[src/rtl/ecc_fix_pkg.sv]
package ecc_fix_pkg;
  localparam int unsigned FIX_SLOTS      = 4;
  localparam int unsigned FIX_SECT_BYTES = 512;
  localparam int unsigned FIX_WORD_W     = 32;
  localparam int unsigned FIX_IDX_W      = 16;
  localparam int unsigned FIX_MASK_W     = 8;
  localparam logic [31:0] FIX_EMPTY_WORD = 32'h03FF03FF;

  typedef enum logic [1:0] {
    FX_IDLE = 2'd0,
    FX_SCAN = 2'd1,
    FX_MOD  = 2'd2,
    FX_FIN  = 2'd3
  } fix_state_e;
endpackage

[src/rtl/ecc_slot_decode.sv]
module ecc_slot_decode #(
  parameter int unsigned WORD_W     = 32,
  parameter int unsigned IDX_W      = 16,
  parameter int unsigned MASK_W     = 8,
  parameter int unsigned SECT_BYTES = 512,
  parameter int unsigned ADDR_W     = 9,
  parameter logic [WORD_W-1:0] EMPTY = 32'h03FF03FF
) (
  input  logic [WORD_W-1:0] word,
  output logic              empty,
  output logic              in_range,
  output logic [ADDR_W-1:0] byte_addr,
  output logic [MASK_W-1:0] mask
);
  logic [IDX_W-1:0] idx;

  // index in the top field, pattern in the bottom field
  assign idx       = word[WORD_W-1 -: IDX_W];
  assign empty     = (word == EMPTY);
  assign in_range  = (idx < IDX_W'(SECT_BYTES));
  assign byte_addr = idx[ADDR_W-1:0];
  assign mask      = word[MASK_W-1:0];
endmodule

[src/rtl/ecc_slot_bank.sv]
module ecc_slot_bank #(
  parameter int unsigned NSLOT      = 4,
  parameter int unsigned WORD_W     = 32,
  parameter int unsigned IDX_W      = 16,
  parameter int unsigned MASK_W     = 8,
  parameter int unsigned SECT_BYTES = 512,
  parameter int unsigned ADDR_W     = 9,
  parameter int unsigned SLOT_W     = 2,
  parameter logic [WORD_W-1:0] EMPTY = 32'h03FF03FF
) (
  input  logic                    clk,
  input  logic                    rst_n,
  input  logic                    load,
  input  logic [NSLOT*WORD_W-1:0] words,
  input  logic [SLOT_W-1:0]       sel,
  input  logic                    mark_set,
  input  logic                    mark_clr,
  output logic                    cur_empty,
  output logic                    cur_marked,
  output logic                    cur_in_range,
  output logic [ADDR_W-1:0]       cur_addr,
  output logic [MASK_W-1:0]       cur_mask
);
  logic [WORD_W-1:0] word_q [NSLOT];
  logic [NSLOT-1:0]  mark_q;
  logic [NSLOT-1:0]  emp_a;
  logic [NSLOT-1:0]  inr_a;
  logic [ADDR_W-1:0] addr_a [NSLOT];
  logic [MASK_W-1:0] mask_a [NSLOT];

  always_ff @(posedge clk) begin
    if (!rst_n) begin
      for (int i = 0; i < NSLOT; i++) word_q[i] <= EMPTY;
    end else if (load) begin
      for (int i = 0; i < NSLOT; i++) word_q[i] <= words[i*WORD_W +: WORD_W];
    end
  end

  // per-slot "already handled" marks for the current sector
  always_ff @(posedge clk) begin
    if (!rst_n)        mark_q <= '0;
    else if (mark_clr) mark_q <= '0;
    else if (mark_set) mark_q[sel] <= 1'b1;
  end

  for (genvar g = 0; g < NSLOT; g++) begin : g_dec
    ecc_slot_decode #(
      .WORD_W(WORD_W), .IDX_W(IDX_W), .MASK_W(MASK_W),
      .SECT_BYTES(SECT_BYTES), .ADDR_W(ADDR_W), .EMPTY(EMPTY)
    ) u_dec (
      .word      (word_q[g]),
      .empty     (emp_a[g]),
      .in_range  (inr_a[g]),
      .byte_addr (addr_a[g]),
      .mask      (mask_a[g])
    );
  end

  assign cur_empty    = emp_a[sel];
  assign cur_marked   = mark_q[sel];
  assign cur_in_range = inr_a[sel];
  assign cur_addr     = addr_a[sel];
  assign cur_mask     = mask_a[sel];
endmodule

[src/rtl/ecc_rmw_seq.sv]
module ecc_rmw_seq
  import ecc_fix_pkg::*;
#(
  parameter int unsigned NSLOT  = 4,
  parameter int unsigned ADDR_W = 9,
  parameter int unsigned MASK_W = 8,
  parameter int unsigned SLOT_W = 2
) (
  input  logic              clk,
  input  logic              rst_n,
  input  logic              sector_start,
  input  logic              dec_end,
  input  logic              dec_fail,
  output logic              res_ready,
  output logic              load,
  output logic [SLOT_W-1:0] sel,
  output logic              mark_set,
  output logic              mark_clr,
  input  logic              cur_empty,
  input  logic              cur_marked,
  input  logic              cur_in_range,
  input  logic [ADDR_W-1:0] cur_addr,
  input  logic [MASK_W-1:0] cur_mask,
  output logic              ram_re,
  output logic              ram_we,
  output logic [ADDR_W-1:0] ram_addr,
  output logic [MASK_W-1:0] ram_wdata,
  input  logic [MASK_W-1:0] ram_rdata,
  output logic              fix_done,
  output logic              stat_clr,
  output logic              uncorrectable
);
  fix_state_e        state_q, state_d;
  logic [SLOT_W-1:0] slot_q, slot_d;
  logic              unc_q, unc_d;
  logic              accept, skip, last, bad_idx;

  assign res_ready = (state_q == FX_IDLE) && !sector_start;
  assign accept    = res_ready && dec_end;
  assign load      = accept;
  assign mark_clr  = (state_q == FX_IDLE) && sector_start;
  assign sel       = slot_q;

  assign skip    = cur_empty || cur_marked;
  assign bad_idx = (state_q == FX_SCAN) && !skip && !cur_in_range;
  assign last    = (slot_q == SLOT_W'(NSLOT - 1));

  assign ram_re    = (state_q == FX_SCAN) && !skip && cur_in_range;
  assign ram_we    = (state_q == FX_MOD);
  assign ram_addr  = (ram_re || ram_we) ? cur_addr : '0;
  assign ram_wdata = ram_we ? (ram_rdata ^ cur_mask) : '0;
  assign mark_set  = ram_we || bad_idx;

  assign fix_done      = (state_q == FX_FIN);
  assign stat_clr      = (state_q == FX_FIN);
  assign uncorrectable = unc_q;

  always_comb begin
    state_d = state_q;
    slot_d  = slot_q;
    unc_d   = unc_q;
    unique case (state_q)
      FX_IDLE: begin
        if (mark_clr) begin
          unc_d = 1'b0;
        end else if (accept) begin
          slot_d = '0;
          if (dec_fail) begin
            unc_d   = 1'b1;
            state_d = FX_FIN;
          end else begin
            state_d = FX_SCAN;
          end
        end
      end
      FX_SCAN: begin
        if (ram_re) begin
          state_d = FX_MOD;
        end else begin
          if (bad_idx) unc_d = 1'b1;
          state_d = last ? FX_FIN : FX_SCAN;
          slot_d  = last ? slot_q : slot_q + 1'b1;
        end
      end
      FX_MOD: begin
        state_d = last ? FX_FIN : FX_SCAN;
        slot_d  = last ? slot_q : slot_q + 1'b1;
      end
      FX_FIN: state_d = FX_IDLE;
      default: state_d = FX_IDLE;
    endcase
  end

  always_ff @(posedge clk) begin
    if (!rst_n) begin
      state_q <= FX_IDLE;
      slot_q  <= '0;
      unc_q   <= 1'b0;
    end else begin
      state_q <= state_d;
      slot_q  <= slot_d;
      unc_q   <= unc_d;
    end
  end
endmodule

[src/rtl/ecc_sector_fixer.sv]
module ecc_sector_fixer
  import ecc_fix_pkg::*;
#(
  parameter int unsigned NSLOT      = FIX_SLOTS,
  parameter int unsigned SECT_BYTES = FIX_SECT_BYTES,
  parameter int unsigned WORD_W     = FIX_WORD_W,
  parameter int unsigned IDX_W      = FIX_IDX_W,
  parameter int unsigned MASK_W     = FIX_MASK_W,
  localparam int unsigned ADDR_W    = $clog2(SECT_BYTES),
  localparam int unsigned SLOT_W    = (NSLOT > 1) ? $clog2(NSLOT) : 1
) (
  input  logic                    clk,
  input  logic                    rst_n,
  input  logic                    sector_start,
  input  logic                    dec_end,
  output logic                    res_ready,
  input  logic                    dec_fail,
  input  logic [NSLOT*WORD_W-1:0] res_words,
  output logic                    ram_re,
  output logic                    ram_we,
  output logic [ADDR_W-1:0]       ram_addr,
  output logic [MASK_W-1:0]       ram_wdata,
  input  logic [MASK_W-1:0]       ram_rdata,
  output logic                    fix_done,
  output logic                    stat_clr,
  output logic                    uncorrectable
);
  logic              load, mark_set, mark_clr;
  logic [SLOT_W-1:0] sel;
  logic              cur_empty, cur_marked, cur_in_range;
  logic [ADDR_W-1:0] cur_addr;
  logic [MASK_W-1:0] cur_mask;

  ecc_slot_bank #(
    .NSLOT(NSLOT), .WORD_W(WORD_W), .IDX_W(IDX_W), .MASK_W(MASK_W),
    .SECT_BYTES(SECT_BYTES), .ADDR_W(ADDR_W), .SLOT_W(SLOT_W),
    .EMPTY(WORD_W'(FIX_EMPTY_WORD))
  ) u_bank (
    .clk, .rst_n, .load, .words(res_words), .sel, .mark_set, .mark_clr,
    .cur_empty, .cur_marked, .cur_in_range, .cur_addr, .cur_mask
  );

  ecc_rmw_seq #(
    .NSLOT(NSLOT), .ADDR_W(ADDR_W), .MASK_W(MASK_W), .SLOT_W(SLOT_W)
  ) u_seq (
    .clk, .rst_n, .sector_start, .dec_end, .dec_fail, .res_ready, .load,
    .sel, .mark_set, .mark_clr, .cur_empty, .cur_marked, .cur_in_range,
    .cur_addr, .cur_mask, .ram_re, .ram_we, .ram_addr, .ram_wdata,
    .ram_rdata, .fix_done, .stat_clr, .uncorrectable
  );
endmodule

[config.mk]
export PLATFORM = sky130hd
export DESIGN_NAME = ecc_sector_fixer
export DESIGN_NICKNAME = d
export VERILOG_FILES = /design/src/rtl/ecc_fix_pkg.sv /design/src/rtl/ecc_slot_decode.sv /design/src/rtl/ecc_slot_bank.sv /design/src/rtl/ecc_rmw_seq.sv /design/src/rtl/ecc_sector_fixer.sv
export SDC_FILE = /design/constraint.sdc
export NUM_CORES = 1
export LEC_CHECK = 0
export BUFFER_PORTS_ARGS = -buffer_cell sky130_fd_sc_hd__buf_4
export CAP_MARGIN = 20
export CORE_ASPECT_RATIO = 1.2
export CORE_UTILIZATION = 57
export CTS_CLUSTER_DIAMETER = 80
export DETAILED_ROUTE_END_ITERATION = 8
export GPL_ROUTABILITY_DRIVEN = 0
export PLACE_DENSITY = 0.91
export RECOVER_POWER = 25
export SYNTH_ARGS = -nofsm -noshare
export SYNTH_HDL_FRONTEND = slang
export SYNTH_SLANG_ARGS = --single-unit
[constraint.sdc]
create_clock -name clk -period 9.2 [get_ports clk]
set_input_delay 1.38 -clock clk [delete_from_list [all_inputs] [get_ports clk]]
set_output_delay 1.38 -clock clk [all_outputs]
set_load 0.05 [all_outputs]
Word-level counts from Yosys, hierarchy flattened:

Memory sizes are Yosys's and may differ from the RTL's.
Index checks and enable logic that the tools add are counted.

* eq/ne operators: 14
* $add $sub $neg: 1
* reduce and logical (&&, ||, !) cells: 20
* bitwise gates (word level): 8
* order comparisons: 7
* mux-type cells: 41

Operators with widths (count)
* $eq A32 B26 Y1 const B: 4
* $mux W32: 4
* $lt A16 B10 Y1 const B: 4
* $mux W9: 3
* $mux W8: 3
* $bmux W9 S2: 1
* $mux W2: 9
* $bmux W8 S2: 1
* $mux W1: 13
* $pmux W2 S4: 1
* $xor A8 B8 Y8: 1
* $logic_and A1 B1 Y1: 7
* $bmux W1 S2: 3
* $eq A2 B2 Y1 const B: 3
* $ne A2 B2 Y1 const B: 3
* $ne A3 B3 Y1 const B: 2
* $pmux W2 S3: 1
* $reduce_and A5 Y1: 1
* $or A1 B1 Y1: 4
* $or A4 B4 Y4: 1
* $reduce_and A4 Y1: 1
* $ge A3 B3 Y1 const B: 1
* $logic_not A1 Y1: 3
* $logic_or A1 B1 Y1: 3
* other kinds (14): 14

* input bits: 141
* logic and storage cells: 96
* bits in writable memories: 128
* bits in registers: 9
* memories: 1
* output and inout bits: 23

Memory list
* u_bank.word_q: depth 4, width 32, rd ports 4, clocked after memory_dff 0, write ports 4, RTL line ecc_slot_bank.sv:24 `logic [WORD_W-1:0] word_q [NSLOT];`

Longest topological paths before layout:

Gate-level depths: netlist of run 1.

* depth after elaboration: 10
* mapped depth: 7
* depth with buffers taken out: 7

Cells and area by module:

Synthesis of run 1 repeated with hierarchy kept, for this count alone.

* cells, all modules: 518
* area total of the unflattened synthesis: 6839.1 um^2

By module, submodules not included
* ecc_slot_bank: area each 5373.9 um^2, seq. area each 3923.8 um^2, cells each 317, instances 1
* ecc_slot_decode: area each 220.2 um^2, seq. area each 0.0 um^2, cells each 31, instances 4
* ecc_rmw_seq: area each 584.3 um^2, seq. area each 100.1 um^2, cells each 77, instances 1

Least setup slack after synthesis of run 1:

Ideal clock, no wire load.

* path kind: input -> register
* start: input port dec_end
* end: memory u_bank.word_q[0][0], enable pin
* data required time: 8.709 ns
* arrival time: 4.388 ns
* path slack: 4.321 ns
* stages: 3
* path buffers: 0
* setup time: 0.491 ns
* cell sequence: nor2b_1 nand2_1 nand2_1

RTL lines
* start: declaration: RTL line ecc_sector_fixer.sv:15 `input logic dec_end,`
* end: declaration: RTL line ecc_slot_bank.sv:24

Worst setup path in the final report of run 1:

* start: register u_seq.slot_q[0], in the netlist u_seq.sel[0]
* end: output port ram_addr[4]

* word-level cells in the longest chain between the ends: 8
* elaborated cells on any way between the ends: 16
* those cells by class: 10 x mux; 1 x bitwise; 5 x reduce/logical

Ends and longest elaborated chain
* start: declaration: RTL line ecc_rmw_seq.sv:34 `logic [SLOT_W-1:0] slot_q, slot_d;`
* start signal: assignment: RTL line ecc_rmw_seq.sv:101 `slot_q <= slot_d;`
* $bmux W1 S2, on equally long branches: RTL line ecc_slot_bank.sv:59, ecc_slot_bank.sv:60
* $mux W1, on equally long branches: RTL line ecc_slot_bank.sv:59, ecc_slot_bank.sv:60
* $logic_or A1 B1 Y1: RTL line ecc_rmw_seq.sv:44 `assign skip = cur_empty || cur_marked;`
* $logic_not A1 Y1: RTL line ecc_rmw_seq.sv:48 `assign ram_re = (state_q == FX_SCAN) && !skip && cur_in_range;`
* $logic_and A1 B1 Y1 (2 in series): RTL line ecc_rmw_seq.sv:48
* $logic_or A1 B1 Y1: RTL line ecc_rmw_seq.sv:50 `assign ram_addr = (ram_re || ram_we) ? cur_addr : '0;`
* $mux W9 *: RTL line ecc_rmw_seq.sv:50
* end: declaration: RTL line ecc_sector_fixer.sv:21 `output logic [ADDR_W-1:0] ram_addr,`

Mark *: on every way between the ends. The rest lies on a longest branch, timed or not. The select of a mux whose other input is x is not followed.

==> metrics.cfg, run 1 <==
[status]
status = complete, but fails checks
violations = max-capacitance violations, max-slew violations

[synthesis]
syn_area_um2 = 6380
synth_top_flop_cell = edfxtp_1
ys_seq_elements = 137
synth_warnings = 0
yosysUniqueCellTypes = 46
synth_top_area_share_pct = 60.3
synth_nets = 601
avgSynthCellArea_um2 = 14.1
synthTopCellsByArea = edfxtp_1 (60%), nand2b_1 (8.1%), mux4_2 (6.0%)
yosys.area.top_type = edfxtp_1
syn_inst = 452
synth_edf_count = 128
synth_async_sr_flop_share_pct = 0
seq_area_frac_synth_pct = 63.1

[min_path]
hold_depth = 1
min-delay-path-class = flop to flop
whs_endpoint = u_seq.state_q[0]$_SDFFE_PN0P_
hp-start = u_seq.state_q[0]$_SDFFE_PN0P_

[cells_and_area]
final_nets = 765
layout_common_cells = buf_4 (164), edfxtp_1 (128), nand2b_1 (83)
final_cells = 758
diodes = 0
drive_above_1_share_pct = 35.8
layout_commonest_cell = buf_4
syn_to_final_growth_pct = 30.1

[clock_network]
post_cts_buffers = 0
path_clk_slew_ns = 0.05
cts_tree = yes
cts-resized-gates = 0
cts_buffers = 17
cts.sinks = 137
clk_path_buf_depth = 2
root_buffer = clkbuf_16
htreeDepth = 4
clock_latency_ns = 0.41
ctsHoldBuffers = 0

[setup_path]
end_kind = output pin
path_class = flop to output pin
path_max_fanout = 20
critical_path_arrival_ns = 3.06
r2r-end = u_bank.word_q[0][7]$_SDFFCE_PN1P_
worst_setup_path_start_kind = flop
r2r_start = u_seq.state_q[1]$_SDFFE_PN0P_
cp.required_ns = 7.82
ff2ff_setup_slack_ns = 5.63
r2r_cells = 5

[floorplanning]
rows = 41
fp.coreArea_um2 = 10700
pin_count = 164
die_area_um2 = 11600
die_h_um = 118
fp.dieW_um = 98.6
start_util_pct = 59.5

[sta]
skew_ns = 0.00432
hold_viol = 0
slew_headroom_pct = -21.8
finalWorstSetupSlack_ns = 4.76
drv_slew = 102
rsz0062_at_grt = false
fin_tns_setup_ns = 0
fmax_mhz = 225
setup_viol = 0
tightest_slew_ns = 1.82
min_period_over_period_pct = 48.2
fin_crit_ns = 4.44

[detailed_routing]
vias = 4364
wl_um = 15100
wl_per_cell_um = 20.0
vias_per_cell = 5.76
drt_iter0_drc = 452
drc = 0
antenna_left = 0
dr.pass1.iters = 5

[grt]
grt_pass1_vias = 4500
grt_pass1_wl_um = 23300
grt_overflow = 0
track_usage_pct = 27.3
gr-usage-met2_pct = 47.8
antenna_found_initial = 0
top_usage_layer = met2
use_met1_pct = 31.7
grt_util_met3_pct = 5.40
grt_max_degree = 129

[power]
vdd_drop_max_uv = 157
p_leak_nw = 2.97
cellPowerDensity_nw_per_um2 = 240

[placement]
place.port_buffers = 163
placedCellCount = 725
dp_hpwl_um = 10600
pre_cts_slack_ns = 5.30

[run]
drv_cap = 2

-- cell families after synthesis --
group	synth area share (%)
DFF	63.1
muxes	6.32
adders and majority gates	1.57
buffers and inverters	1.79
and+or+nand+nor	22.0
xor gates and xnor gates	1.10
AOI/OAI and AO/OA	4.10
-- per-stage QoR --
step	total power [W]	utilization, %	instance area, µm²	hold slack [ns]
floorplan	0.00116	-	6380	0.468
global placement	0.00129	71.9	7710	0.488
detailed placement	0.00132	71.9	7710	0.495
CTS	0.00200	77.4	8300	0.508
global route	0.00206	77.4	8300	0.521
finish	0.00199	77.4	8300	0.506
-- flip-flops by register name, summed over array words and instances (netlist names) --
| register | flops |
|---|---|
| u_seq.state_q | 2 |
| u_bank.word_q | 128 |
| u_seq.uncorrectable | 1 |
| u_seq.sel | 2 |
| u_bank.mark_q | 4 |
-- layout make-up --
class	count	area, µm²
clock inverter	13	158
tap	129	161
inverter	6	22.5
clock buffer	19	433
multi-input combinational	287	2240
sequential	137	4020
fill	562	2420
timing repair buffer	167	1260
-- where the power goes --
| group | switching (W) | internal, W | leakage (nW) |
|---|---|---|---|
| registers | 0.0000406 | 0.000763 | 1.17 |
| clock network | 0.000237 | 0.000446 | 0.290 |
| logic | 0.000311 | 0.000196 | 1.51 |
| total | 0.000589 | 0.00140 | 2.97 |
-- metal layers --
metal / vias up / wire [µm]
met2: 232 / 8110
met3: 49 / 963
li1: 1991 / -
met1: 2092 / 5470
met4: 0 / 602
met5: - / 0
-- worst max-delay path, cell delays in order, from the launching register on --
cell	delay [ns]
dfxtp_1	0.77
buf_4	0.40
mux2i_1	0.22
nand3_1	0.11
a31oi_1	0.34
a22oi_4	0.16
o21ba_4	0.28
nor2b_2	0.15
buf_4	0.21
-- cells in the mapped netlist (3+ instances only) --
cell type / instances
xor2_1: 8
nand4_1: 12
nor4_1: 9
nand2b_1: 83
clkbuf_1: 17
nand3_1: 3
buf_2: 4
nor2_1: 11
ha_1: 8
a21oi_1: 8
o21ai_0: 9
mux4_2: 17
edfxtp_1: 128
inv_1: 5
or4_1: 4
nand2_1: 10
and2_1: 58
dfxtp_1: 9
nand4b_1: 8
nor2b_2: 8
-- how the worst max path moves through the flow --
| stage | depth (start not counted) | endpoint | startpoint |
|---|---|---|---|
| floorplan | 3 | u_bank.word_q[0][0]$_SDFFCE_PN1P_ | dec_end |
| global placement | 8 | ram_addr[4] | u_seq.sel[0]$_SDFFE_PN0P_ |
| detailed placement | 8 | ram_addr[4] | u_seq.sel[0]$_SDFFE_PN0P_ |
| CTS | 8 | ram_addr[4] | u_seq.sel[0]$_SDFFE_PN0P_ |
| global route | 8 | ram_addr[4] | u_seq.sel[0]$_SDFFE_PN0P_ |
| finish | 8 | ram_addr[4] | u_seq.sel[0]$_SDFFE_PN0P_ |
No activity file was read; power rests on OpenSTA's default activity.
==> run 2, diff against run 1 <==
- ABC_AREA: unset -> 1
- CORE_UTILIZATION: 57 -> 54
- PLACE_DENSITY: 0.91 -> 0.87
- clock period: 9.2 -> 4.2 ns (I/O delays scaled with it)
==> run 2 against run 1 <==
The run still ends with max-capacitance violations, max-slew violations left. Sequential power increased by 110%. Combinational power grew to 2.9 times the previous value. Clock-buffer cell count down 1. Synthesized cell count up 54%. Clock skew is 0.0071 ns higher. Critical path depth up 1. Largest cell class unchanged.
==> metrics.cfg, run 2 <==
[setup_path]
cp_slowest_cell = clkbuf_2
crit_path_end = u_bank.word_q[0][4]$_SDFFCE_PN1P_
path_max_fanout = 128
worst_setup_path_start_kind = flop
crit_path_start = u_seq.state_q[0]$_SDFFE_PN0P_
ff2ff_setup_slack_ns = 0.81
cp_common_cell = inv_1
r2r_start = u_seq.state_q[0]$_SDFFE_PN0P_
crit_chain = inv_1, ha_1, inv_1, nor2_1, nand2_1, nor2_2, clkinv_1, clkbuf_2, or2_2
r2r-end = u_bank.word_q[0][4]$_SDFFCE_PN1P_
end_kind = flop
r2r_cells = 9
cp.required_ns = 4.34
path_class = flop to flop
critical_path_arrival_ns = 3.53
cpPeakStageDelay_ns = 0.99

[synthesis]
syn_inst = 698
synth_top_area_share_pct = 57.2
synthTopCellsByArea = edfxtp_1 (57%), nand2_1 (7.0%), nor2_1 (6.7%)
synth_async_sr_flop_share_pct = 0
synth_common_cells = edfxtp_1 (128), nand2_1 (125), nor2_1 (120), inv_1 (84), or2_1 (72)
yosysUniqueCellTypes = 30
synth_warnings = 0
ys_seq_elements = 137
yosys.area.top_type = edfxtp_1
seq_area_frac_synth_pct = 59.9
syn_area_um2 = 6720
yosysMostFrequentCell = edfxtp_1
synth_edf_count = 128
avgSynthCellArea_um2 = 9.63
synth_top_flop_cell = edfxtp_1
synth_nets = 847

[sta]
setup_viol = 0
tightest_slew_ns = 2.01
rsz0062_at_grt = false
holdWs_ns = 0.451
min_period_over_period_pct = 80.7
fin_crit_ns = 3.39
fin_tns_setup_ns = 0
hold_viol = 0
drv_slew = 129
fmax_mhz = 295
finalWorstSetupSlack_ns = 0.809
slew_headroom_pct = -34.2
skew_ns = 0.0114

[floorplanning]
die_h_um = 124
fp.dieW_um = 104
die_area_um2 = 12900
rows = 44
pin_count = 164
start_util_pct = 55.5
fp.coreArea_um2 = 12100

[detailed_routing]
drc = 0
antenna_left = 0
wl_per_cell_um = 14.7
wl_um = 15200
vias_per_cell = 5.00
drt_iter0_drc = 316
vias = 5157
dr.pass1.iters = 6

[cells_and_area]
syn_to_final_growth_pct = 28.0
final_cells = 1031
final_nets = 1006
largest_reg_flops = 128
seq_area_um2 = 4020
multiInputGateArea_um2 = 2160
drive_above_1_share_pct = 24.9
nFillCells = 895
top_regs = u_bank.word_q: 128 flops, u_bank.mark_q: 4 flops
diodes = 0
layout_commonest_cell = buf_4
regMostFlops = u_bank.word_q
fin_area_um2 = 8600
layout_common_cells = buf_4 (162), edfxtp_1 (128), nand2_1 (125)

[placement]
placed_area_um2 = 8020
place.port_buffers = 163
dp_hpwl_um = 10800
pre_cts_slack_ns = 1.34
placedCellCount = 999

[grt]
grt_pass1_wl_um = 24500
track_usage_pct = 24.8
grt_max_degree = 129
grt_overflow = 0
grt_pass1_vias = 5106
antenna_found_initial = 0

[power]
cellPowerDensity_nw_per_um2 = 554
p_clk_share_pct = 32.7
intPower_w = 0.00313
pwr-share-comb_pct = 31.2
power_switching_share_pct = 34.3
seqPwrFrac_pct = 36.1
p_switching_w = 0.00164
vdd_drop_max_uv = 299
p_leak_nw = 3.78

[clock_network]
clock_latency_ns = 0.41
htreeDepth = 4
cts_buffers = 17
post_cts_buffers = 0
cts-resized-gates = 0
ctsHoldBuffers = 0
cts_tree = yes
root_buffer = clkbuf_16
path_clk_slew_ns = 0.06
cts.sinks = 137
clk_path_buf_depth = 2

[status]
violations = max-capacitance violations, max-slew violations
status = complete, but fails checks

[run]
drv_cap = 1

[min_path]
min-delay-path-class = flop to flop

[run 2: cell types whose count changed after synthesis, sizes merged, moves of 27 or more]
cell / previous run / this run
nand2: 10 / 127
nor2: 12 / 122
nand2b: 83 / 0
inv: 6 / 88
or2: 0 / 80
and2: 58 / 5
a21oi: 8 / 35
[run 2: stage by stage]
step | utilization (%) | power [W]
finish | 71.0 | 0.00477
floorplan | - | 0.00282
CTS | 71.3 | 0.00479
detailed placement | 66.2 | 0.00324
global route | 71.0 | 0.00500
global placement | 66.2 | 0.00320
[run 2: critical path, delay by kind of cell (launching register included)]
family,cells,cell delay (ns)
adders and majority gates,1,0.28
DFF,1,0.36
buffers and inverters,4,1.23
and+or+nand+nor,4,1.18
[run 2: how the worst min path moves through the flow]
stage                                          start                                 end  slack, ns  depth (start not counted)
floorplan              u_bank.mark_q[2]$_SDFFE_PP0P_       u_bank.mark_q[2]$_SDFFE_PP0P_       0.43                          2
global placement    u_seq.uncorrectable$_SDFFE_PN0P_    u_seq.uncorrectable$_SDFFE_PN0P_       0.44                          2
detailed placement  u_seq.uncorrectable$_SDFFE_PN0P_    u_seq.uncorrectable$_SDFFE_PN0P_       0.45                          2
CTS                 u_seq.uncorrectable$_SDFFE_PN0P_    u_seq.uncorrectable$_SDFFE_PN0P_       0.45                          2
global route                          res_words[114]  u_bank.word_q[3][18]$_SDFFCE_PN1P_       0.46                          2
finish              u_seq.uncorrectable$_SDFFE_PN0P_    u_seq.uncorrectable$_SDFFE_PN0P_       0.45                          2
[run 2: per-layer routing]
layer / global-route usage (%) / vias up / wire (µm)
met2: 42.2 / 180 / 7930
met4: 14.7 / 0 / 666
met1: 28.6 / 2370 / 5890
li1: - / 2560 / -
met5: 0 / - / 0
met3: 5.51 / 47 / 697
[run 2: area by class of cell]
| class | instances | area share [%] |
|---|---|---|
| Sequential cell | 137 | 46.8 |
| Timing Repair Buffer | 167 | 14.6 |
| Multi-Input combinational cell | 445 | 25.2 |
| Inverter | 89 | 3.91 |
| Clock inverter | 14 | 2.28 |
| Clock buffer | 18 | 4.99 |
| Tap cell | 161 | 2.34 |
[run 2: power by group through the flow]
| stage | Combinational, W | Clock [W] | Sequential, W |
|---|---|---|---|
| 2_1_floorplan | 0.00106 | 0 | 0.00176 |
| 3_3_place_gp | 0.00146 | 0 | 0.00174 |
| 4_1_cts | 0.00150 | 0.00157 | 0.00172 |
| 5_1_grt | 0.00164 | 0.00163 | 0.00173 |
| 6_report | 0.00149 | 0.00156 | 0.00172 |
| 3_5_place_dp | 0.00149 | 0 | 0.00175 |
[run 2: cells by family (layout without fill, tap and decap cells)]
family | count (synthesis) | in the layout | synth area share (%)
flops | 137 | 137 | 59.9
simple gates | 362 | 362 | 24.9
fa+ha+maj | 8 | 8 | 1.49
compound gates | 75 | 75 | 5.84
buf+inv | 116 | 288 | 7.91
==> run 3, diff against run 2 <==
- CORE_UTILIZATION: 54 -> 49
- PLACE_DENSITY: 0.87 -> 0.83
- clock period: 4.2 -> 3.1 ns (I/O delays scaled with it)
==> run 3 against run 2 <==
The run now ends clean. Clock power rose by 20%. Total power rose by 31%. Via count rose by 1.6%. Setup slack got worse by 0.52 ns. Sequential share of layout area rose by 0.26 points. Register-to-register slack got worse by 0.45 ns. Die area rose by 10%. Sequential power rose by 36%. Non-clock buffer count rose by 4. Routed wire length rose by 6.1%. Critical path type is now flop to output pin. Highest routed layer unchanged.
==> metrics.cfg, run 3 (synthesis results as in run 2) <==
[setup_path]
r2r-end = u_bank.word_q[1][27]$_SDFFCE_PN0P_
worst_setup_path_start_kind = flop
r2r_cells = 7
critical_path_arrival_ns = 2.34
path_max_fanout = 15
path_class = flop to output pin
ff2ff_setup_slack_ns = 0.36
cp_top_family = buffers and inverters
cp.required_ns = 2.63
cpPeakStageDelay_ns = 0.31
end_kind = output pin
worst-path-buf-inv = 4
cp_slowest_cell = dfxtp_1
crit_chain = inv_1, buf_4, o21ai_0, a21oi_1, nand3_1, nand2_1, nand3_4, nand2_1, inv_2, nor3_2, buf_4
r2r_start = u_seq.state_q[0]$_SDFFE_PN0P_

[detailed_routing]
antenna_left = 0
vias_per_cell = 5.04
dr.pass1.iters = 5
wl_um = 16100
wl_per_cell_um = 15.5
drt_iter0_drc = 351
drc = 0
vias = 5239

[grt]
grt_max_degree = 59
grt_pass1_wl_um = 25100
grt_util_met3_pct = 5.29
top_usage_layer = met2
antenna_found_initial = 0
gr-usage-met2_pct = 42.6
grt_pass1_vias = 5210
track_usage_pct = 24.0
use_met1_pct = 27.3
grt_overflow = 0

[sta]
setup_viol = 0
min_period_over_period_pct = 90.6
fin_crit_ns = 2.81
holdWs_ns = 0.311
finalWorstSetupSlack_ns = 0.292
drv_slew = 0
skew_ns = 0.00712
tightest_slew_ns = 1.12
fin_tns_setup_ns = 0
rsz0062_at_grt = false
hold_viol = 0
fmax_mhz = 356
slew_headroom_pct = 24.9

[min_path]
min-delay-path-class = input port to flop
hp-start = res_words[114]
whs_endpoint = u_bank.word_q[3][18]$_SDFFCE_PN1P_
hold_depth = 2

[placement]
placed_area_um2 = 8060
pre_cts_slack_ns = 0.758
place.port_buffers = 163
dp_hpwl_um = 11500

[clock_network]
path_clk_slew_ns = 0.06
htreeDepth = 4
clock_latency_ns = 0.41
cts_tree = yes
cts.sinks = 137
cts_buffers = 17
cts-resized-gates = 0
post_cts_buffers = 0
root_buffer = clkbuf_16
clk_path_buf_depth = 2
ctsHoldBuffers = 0

[floorplanning]
fp.coreArea_um2 = 13300
pin_count = 164
rows = 46
die_h_um = 130
start_util_pct = 50.6
fp.dieW_um = 109
die_area_um2 = 14200

[cells_and_area]
largest_reg_flops = 128
multiInputGateArea_um2 = 2150
final_nets = 1010
nFillCells = 1039
diodes = 0
fin_area_um2 = 8560
seq_area_um2 = 4020
syn_to_final_growth_pct = 27.3
top_regs = u_bank.word_q: 128 flops, u_bank.mark_q: 4 flops
regMostFlops = u_bank.word_q
drive_above_1_share_pct = 24.3
layout_common_cells = buf_4 (164), edfxtp_1 (128), nand2_1 (127)
layout_commonest_cell = buf_4

[run]
drv_cap = 0

[power]
vdd_drop_max_uv = 354
total_power_w = 0.00625
p_leak_nw = 3.78
cellPowerDensity_nw_per_um2 = 731

[status]
status = complete, no violations

[run 3: changes by cell type in the layout (fill, tap and decap cells not counted), moves of 2 or more]
cell	before	now
clkinv_2	1	6
inv_6	2	0
clkbuf_1	4	7
buf_4	162	164
clkinvlp_4	6	2
nand2_1	125	127
bufinv_16	4	2
[run 3: area by class of cell]
class | instances | area share (%)
Clock inverter | 11 | 1.26
Inverter | 89 | 3.95
Tap cell | 168 | 2.46
Timing Repair Buffer | 171 | 15.1
Multi-Input combinational cell | 445 | 25.2
Sequential cell | 137 | 47.0
Clock buffer | 19 | 5.06
[run 3: routing by layer]
| metal | share of wire, % | vias up |
|---|---|---|
| li1 | - | 2564 |
| met1 | 38 | 2415 |
| met2 | 53 | 220 |
| met3 | 6.1 | 40 |
| met4 | 3.6 | 0 |
| met5 | 0 | - |
[run 3: stage by stage]
stage | util (%) | cells
6_report | 64.4 | 1040
4_1_cts | 64.7 | 1040
3_5_place_dp | 60.6 | 1010
3_3_place_gp | 60.6 | 1010
2_1_floorplan | - | 698
5_1_grt | 64.4 | 1040
[run 3: worst max-delay path by stage]
stage                                             start                                end  slack, ns  cells after the start
after floorplan           u_seq.state_q[0]$_SDFFE_PN0P_  u_bank.word_q[0][0]$_SDFFCE_PN1P_       0.62                      6
after global placement        u_seq.sel[1]$_SDFFE_PN0P_                        ram_addr[6]       0.85                     11
after detailed placement      u_seq.sel[1]$_SDFFE_PN0P_                        ram_addr[3]       0.76                     11
after CTS                     u_seq.sel[1]$_SDFFE_PN0P_                        ram_addr[3]       0.32                     11
after global routing          u_seq.sel[1]$_SDFFE_PN0P_                        ram_addr[3]        0.1                     11
final                         u_seq.sel[1]$_SDFFE_PN0P_                        ram_addr[3]       0.29                     11
[run 3: report_power, final]
group	total (W)	switching (W)	leakage [nW]	internal (W)
logic	0.00205	0.00141	2.34	0.000634
clock network	0.00187	0.000711	0.263	0.00116
registers	0.00234	0.0000795	1.17	0.00226
